===== src/rtl/hboot_pkg.sv =====
package hboot_pkg;

    typedef enum logic [2:0] {
        HB_IDLE,
        HB_ARM,
        HB_UNRST,
        HB_GETB,
        HB_PRES,
        HB_WAIT,
        HB_FINISH,
        HB_RUN
    } hb_state_e;

    function automatic int unsigned hb_max(input int unsigned a, input int unsigned b);
        return (a > b) ? a : b;
    endfunction

endpackage


===== src/rtl/hboot_reqff.sv =====
// Bus request flip-flop: asynchronously set (output low) by the target's
// boot-memory strobe or host reset, cleared only by a clocked host load.
module hboot_reqff (
    input  logic clk,
    input  logic rst_n,
    input  logic bmem_n,
    input  logic ld,
    input  logic d,
    output logic req_n
);

    logic set_n;

    assign set_n = rst_n & bmem_n;

    always_ff @(posedge clk or negedge set_n) begin
        if (!set_n) begin
            req_n <= 1'b0;
        end else if (ld) begin
            req_n <= d;
        end
    end

    // once asserted, only a host load can release the request
    req_sticky_chk: assert property (@(posedge clk) disable iff (!rst_n)
        (!req_n && !ld) |=> !req_n);

endmodule


===== src/rtl/hboot_wait.sv =====
// Post-release wait counter: loaded with CYC-1, counts down to zero.
module hboot_wait #(
    parameter int unsigned CYC = 12
) (
    input  logic clk,
    input  logic rst_n,
    input  logic load,
    output logic expired
);

    localparam int unsigned CW = (CYC < 2) ? 1 : $clog2(CYC);
    localparam logic [CW-1:0] LOADV = CW'(CYC - 1);

    logic [CW-1:0] cnt;

    always_ff @(posedge clk or negedge rst_n) begin
        if (!rst_n) begin
            cnt <= '0;
        end else if (load) begin
            cnt <= LOADV;
        end else if (cnt != '0) begin
            cnt <= cnt - 1'b1;
        end
    end

    assign expired = (cnt == '0);

    // a new wait is only started after the previous one ran out
    reload_idle_chk: assert property (@(posedge clk) disable iff (!rst_n)
        load |-> expired);

endmodule


===== src/rtl/hboot_bcnt.sv =====
// Remaining-byte counter for the boot image.
module hboot_bcnt #(
    parameter int unsigned CNT_W = 16
) (
    input  logic             clk,
    input  logic             rst_n,
    input  logic             load,
    input  logic [CNT_W-1:0] total,
    input  logic             dec,
    output logic             last
);

    logic [CNT_W-1:0] rem;

    always_ff @(posedge clk or negedge rst_n) begin
        if (!rst_n) begin
            rem <= '0;
        end else if (load) begin
            rem <= total;
        end else if (dec) begin
            rem <= rem - 1'b1;
        end
    end

    assign last = (rem == CNT_W'(1));

    // never count past the image length
    no_underflow_chk: assert property (@(posedge clk) disable iff (!rst_n)
        dec |-> (rem != '0));

endmodule


===== src/rtl/hboot_seq.sv =====
module hboot_seq #(
    parameter int unsigned CNT_W        = 16,
    parameter int unsigned DW           = 8,
    parameter int unsigned HOST_PER_TGT = 2,
    parameter int unsigned TGT_MIN_CYC  = 6,
    parameter int unsigned WAIT_CYC     = 12
) (
    input  logic             clk,
    input  logic             rst_n,
    input  logic             start,
    input  logic [CNT_W-1:0] byte_count,
    input  logic             s_valid,
    input  logic [DW-1:0]    s_data,
    output logic             s_ready,
    output logic             tgt_rst_n,
    output logic             tgt_busreq_n,
    input  logic             tgt_bmem_n,
    output logic [DW-1:0]    tgt_data_o,
    output logic             tgt_data_oe,
    output logic             done
);

    import hboot_pkg::*;

    localparam int unsigned WAIT_EFF = hb_max(WAIT_CYC, TGT_MIN_CYC * HOST_PER_TGT);
    localparam int unsigned GW       = $clog2(WAIT_EFF + 1) + 1;

    hb_state_e state, state_nx;

    logic          go;
    logic          req_ld, req_d;
    logic          tmr_load, tmr_exp;
    logic          cnt_load, cnt_dec, cnt_last;
    logic          take;
    logic [DW-1:0] data_q;
    logic          rst_q, oe_q, done_q;

    assign go   = start && (byte_count != '0);
    assign take = (state == HB_GETB) && s_valid;

    // ---------------- next state ----------------
    always_comb begin
        state_nx = state;
        unique case (state)
            HB_IDLE:   if (go) state_nx = HB_ARM;
            HB_ARM:    state_nx = HB_UNRST;
            HB_UNRST:  state_nx = HB_GETB;
            HB_GETB:   if (s_valid) state_nx = HB_PRES;
            HB_PRES:   state_nx = HB_WAIT;
            HB_WAIT:   if (tmr_exp) state_nx = cnt_last ? HB_FINISH : HB_GETB;
            HB_FINISH: state_nx = HB_RUN;
            HB_RUN:    if (go) state_nx = HB_ARM;
            default:   state_nx = HB_IDLE;
        endcase
    end

    // ---------------- state register ----------------
    always_ff @(posedge clk or negedge rst_n) begin
        if (!rst_n) begin
            state <= HB_IDLE;
        end else begin
            state <= state_nx;
        end
    end

    // ---------------- registered outputs ----------------
    always_ff @(posedge clk or negedge rst_n) begin
        if (!rst_n) begin
            rst_q  <= 1'b0;
            oe_q   <= 1'b0;
            done_q <= 1'b0;
            data_q <= '0;
        end else begin
            rst_q  <= !(state_nx inside {HB_IDLE, HB_ARM, HB_UNRST});
            oe_q   <= (state_nx inside {HB_PRES, HB_WAIT}) ||
                      ((state_nx == HB_GETB) && oe_q);
            done_q <= (state_nx == HB_FINISH);
            if (take) begin
                data_q <= s_data;
            end
        end
    end

    // ---------------- control strobes ----------------
    assign req_ld   = (state == HB_ARM) || (state == HB_PRES);
    assign req_d    = (state == HB_PRES);
    assign tmr_load = (state == HB_PRES);
    assign cnt_load = go && ((state == HB_IDLE) || (state == HB_RUN));
    assign cnt_dec  = (state == HB_WAIT) && tmr_exp;

    hboot_reqff u_reqff (
        .clk    (clk),
        .rst_n  (rst_n),
        .bmem_n (tgt_bmem_n),
        .ld     (req_ld),
        .d      (req_d),
        .req_n  (tgt_busreq_n)
    );

    hboot_wait #(.CYC(WAIT_EFF)) u_wait (
        .clk     (clk),
        .rst_n   (rst_n),
        .load    (tmr_load),
        .expired (tmr_exp)
    );

    hboot_bcnt #(.CNT_W(CNT_W)) u_bcnt (
        .clk   (clk),
        .rst_n (rst_n),
        .load  (cnt_load),
        .total (byte_count),
        .dec   (cnt_dec),
        .last  (cnt_last)
    );

    assign s_ready     = (state == HB_GETB);
    assign tgt_rst_n   = rst_q;
    assign tgt_data_oe = oe_q;
    assign tgt_data_o  = data_q;
    assign done        = done_q;

    // ---------------- checker logic ----------------
    localparam logic [GW-1:0] WAIT_G = GW'(WAIT_EFF);

    logic          req_d1;
    logic [GW-1:0] rel_gap;

    always_ff @(posedge clk or negedge rst_n) begin
        if (!rst_n) begin
            req_d1  <= 1'b0;
            rel_gap <= '0;
        end else begin
            req_d1 <= tgt_busreq_n;
            if (tgt_busreq_n && !req_d1) begin
                rel_gap <= GW'(1);
            end else if (rel_gap != '1) begin
                rel_gap <= rel_gap + 1'b1;
            end
        end
    end


    quiet_in_reset_chk: assert property (@(posedge clk) disable iff (!rst_n)
        !tgt_rst_n |-> !tgt_data_oe);


    rst_after_req_chk: assert property (@(posedge clk) disable iff (!rst_n)
        $rose(tgt_rst_n) |-> !tgt_busreq_n);


    byte_out_chk: assert property (@(posedge clk) disable iff (!rst_n)
        (s_valid && s_ready) |=> (tgt_data_oe && (tgt_data_o == $past(s_data))));


    grant_has_data_chk: assert property (@(posedge clk) disable iff (!rst_n)
        $rose(tgt_busreq_n) |-> tgt_data_oe);


    min_gap_chk: assert property (@(posedge clk) disable iff (!rst_n)
        (s_ready && tgt_data_oe) |-> (rel_gap >= WAIT_G));


    release_done_chk: assert property (@(posedge clk) disable iff (!rst_n)
        $fell(tgt_data_oe) |-> done);


    done_pulse_chk: assert property (@(posedge clk) disable iff (!rst_n)
        done |=> !done);

endmodule


===== config.mk =====
export PLATFORM = sky130hd
export DESIGN_NAME = hboot_seq
export DESIGN_NICKNAME = d
export VERILOG_FILES = /design/src/rtl/hboot_pkg.sv /design/src/rtl/hboot_reqff.sv /design/src/rtl/hboot_wait.sv /design/src/rtl/hboot_bcnt.sv /design/src/rtl/hboot_seq.sv
export SDC_FILE = /design/constraint.sdc
export NUM_CORES = 1
export LEC_CHECK = 0
export ABC_AREA = 1
export BUFFER_PORTS_ARGS = -buffer_cell sky130_fd_sc_hd__buf_4
export CAP_MARGIN = 20
export CORE_ASPECT_RATIO = 2
export CORE_UTILIZATION = 38
export DETAILED_ROUTE_END_ITERATION = 16
export GPL_TIMING_DRIVEN = 0
export SLEW_MARGIN = 15
export SYNTH_ARGS = -nofsm -noshare
export SYNTH_HDL_FRONTEND = slang
export SYNTH_SLANG_ARGS = --single-unit

===== constraint.sdc =====
create_clock -name clk -period 2.3 [get_ports clk]
set_input_delay 0.115 -clock clk [delete_from_list [all_inputs] [get_ports clk]]
set_output_delay 0.115 -clock clk [all_outputs]
set_load 0.005 [all_outputs]

==> results.py <==
metrics = {
    "outcome": {
        "status": "complete, no violations",
    },
    "clocking": {
        "clk_latency_ns": 0.29,
        "clk_pin_slew_ns": 0.07,
        "ctsResizeCount": 0,
        "cts-root-buf": "clkbuf_8",
        "cts.htree.levels": 2,
        "hold_buffers": 2,
        "cts_num_sinks": 35,
        "clockBufferDepth": 2,
        "post_cts.repair.setup_buffers": 0,
        "cts_buffers": 5,
        "cts_tree": "yes",
    },
    "power_and_ir_drop": {
        "vdd_ir_drop_max_mv": 0.663,
        "power_uw": 3110,
        "power_density_nw_per_um2": 1260,
        "leakage_uw": 0.00127,
    },
    "placed_design": {
        "gp_congestion": 0.867,
        "dp_hpwl_microns": 3730,
        "port_buffers": 41,
        "place_ws_ns": 0.500,
    },
    "worst_setup_path": {
        "crit_required_ns": 2.47,
        "cp-end-kind": "flip-flop",
        "slowest_stage": "dfrtp_1",
        "arrival_ns": 1.96,
        "slowest_delay_ns": 0.40,
        "crit_path_frequent_cell": "nand3_1",
        "crit_fanout": 10,
        "start_kind": "flip-flop",
        "path_cells": "inv_1, ha_1, nand2_1, inv_1, nand2_4, inv_2, buf_4, nand3_1, nand3_1, nand3_1",
        "worstSetupPathType": "reg -> reg",
    },
    "final_layout": {
        "area_growth_pct": 25.3,
        "final_core_util": 0.503,
        "drive_above_1_share": 0.209,
        "final_common_cell": "nand2_1",
        "most-common-layout-cells": "nand2_1 (83), buf_4 (42), dfrtp_1 (35)",
        "diodes": 0,
        "nNetsFinal": 342,
        "nFillCells": 510,
    },
    "route": {
        "vias": 1862,
        "dr.pass1.iters": 4,
        "first_iter_violations": 59,
        "wl_per_cell_microns": 13.1,
        "vias_per_cell": 5.06,
        "ant_nets": 0,
        "route.detailed.drc": 0,
        "drt-total-wl_microns": 4810,
    },
    "logic_synthesis": {
        "yosys_warnings": 0,
        "syn_area_sq_um": 1970,
        "synthArstFlopShare": 1.00,
        "netlist_instances": 260,
        "synth_seq_cells": 35,
        "ys_seq_area_frac": 0.445,
        "synth.avg_cell_area_sq_um": 7.57,
        "synth.distinct_cells": 29,
        "synth_edf_count": 0,
        "synthFlopType": "dfrtp_1",
        "synth_fp_nets": 292,
    },
    "timing": {
        "fmax_mhz": 561,
        "layout_setup_ws_ns": 0.517,
        "hold_viol": 0,
        "slew_headroom": 0.643,
        "final.setup.tns_ns": 0,
        "tightest_slew_ns": 0.531,
        "rsz0062_at_grt": "no",
        "report.final.slew_viol_count": 0,
        "hold_slack_ns": 0.0244,
        "min_period_ns": 1.78,
        "finClkSkew_ns": 0.00498,
        "fin_crit_sh": 0.775,
        "finalSetupViolCount": 0,
    },
    "die": {
        "fp.dieArea_sq_um": 5490,
        "start_util": 0.401,
        "dieWidth_microns": 52.9,
        "placementRows": 36,
        "die_y_microns": 104,
        "num_io_pins": 42,
        "core_sq_um": 4910,
    },
    "hold_path": {
        "hold_path.class": "in -> reg",
    },
    "global_routing": {
        "grt.overflow.total": 0,
        "grt_pass1_vias": 1910,
        "grt_max_degree": 36,
        "grt_pass1_wl_microns": 8290,
        "grt_usage": 0.205,
        "antenna_found_initial": 0,
    },
    "job": {
        "cap_violations": 0,
    },
}
[state kept, by name, summed over array words and instances (netlist names)]
signal / cells
done: 1
state: 3
tgt_data_o: 8
tgt_data_oe: 1
tgt_rst_n: 1
u_bcnt.rem: 16
u_reqff.req_n: 1
u_wait.cnt: 4
[Yosys cell counts, types with 3 or more instances]
master	number	area share
nor3_1	5	0.013
a21oi_1	3	0.0076
ha_1	3	0.019
nor2_1	33	0.063
dfrtp_1	35	0.44
xor2_1	7	0.031
xnor2_1	3	0.013
nand2_1	83	0.16
o211ai_1	9	0.034
nand3_1	24	0.061
nand2_2	4	0.013
nand4_1	3	0.0095
inv_1	28	0.053
[through the flow]
| step | instances | instance area (sq um) |
|---|---|---|
| CTS | 368 | 2470 |
| global route | 368 | 2470 |
| floorplan | 260 | 1970 |
| finish | 368 | 2470 |
| detailed placement | 358 | 2350 |
| global placement | 358 | 2350 |
[metal layers]
layer,vias up,global-route usage,part of all wire
met5,-,0,0
met1,850,0.202,0.36
met4,0,0.143,0.053
met2,73,0.357,0.55
li1,920,-,-
met3,19,0.0352,0.043
[power by group]
group / total, uW / leakage [uW] / internal (uW) / switching (uW)
Clock: 501 / 0.0000515 / 274 / 228
Sequential: 1150 / 0.000432 / 916 / 229
Combinational: 1460 / 0.000787 / 620 / 840
[path summary, 6_finish.rpt]
| kind | startpoint | endpoint | slack [ns] | cells after the start |
|---|---|---|---|---|
| setup / recovery | u_wait.cnt[0] | u_bcnt.rem[3] | 0.52 | 10 |
| hold / removal | s_data[1] | tgt_data_o[1] | 0.02 | 3 |
| setup reg to reg | u_wait.cnt[0] | u_bcnt.rem[3] | 0.52 | 10 |
| hold reg to reg | tgt_data_o[7] | tgt_data_o[7] | 0.48 | 2 |
| max in group asynchronous | rst_n | u_reqff.req_n | 1.59 | 4 |
| min in group asynchronous | tgt_bmem_n | u_reqff.req_n | 0.21 | 4 |
[critical path, delay by kind of cell (launching register included)]
family                     cells  cell delay [ns]
adders and majority gates      1             0.18
buffers and inverters          4             0.65
DFF                            1             0.40
and+or+nand+nor                5             0.44
[cell families after synthesis]
| kind of cell | synth area share |
|---|---|
| AO/OA/AOI/OAI | 0.0667 |
| XOR/XNOR | 0.0445 |
| adder cells (fa/ha/maj) | 0.0191 |
| buffers and inverters | 0.0756 |
| flip-flops | 0.445 |
| AND/OR/NAND/NOR | 0.349 |
[cell type report]
| type | count | area [sq um] | area share |
|---|---|---|---|
| multi-input cells | 191 | 945 | 0.383 |
| inverters | 31 | 119 | 0.0481 |
| repair buffers | 43 | 328 | 0.133 |
| plain buffers | 3 | 30.0 | 0.0122 |
| clock buffers | 8 | 100 | 0.0405 |
| well taps | 57 | 71.3 | 0.0289 |
| flip-flops and latches | 35 | 876 | 0.355 |
(Power assumes the default switching activity.)
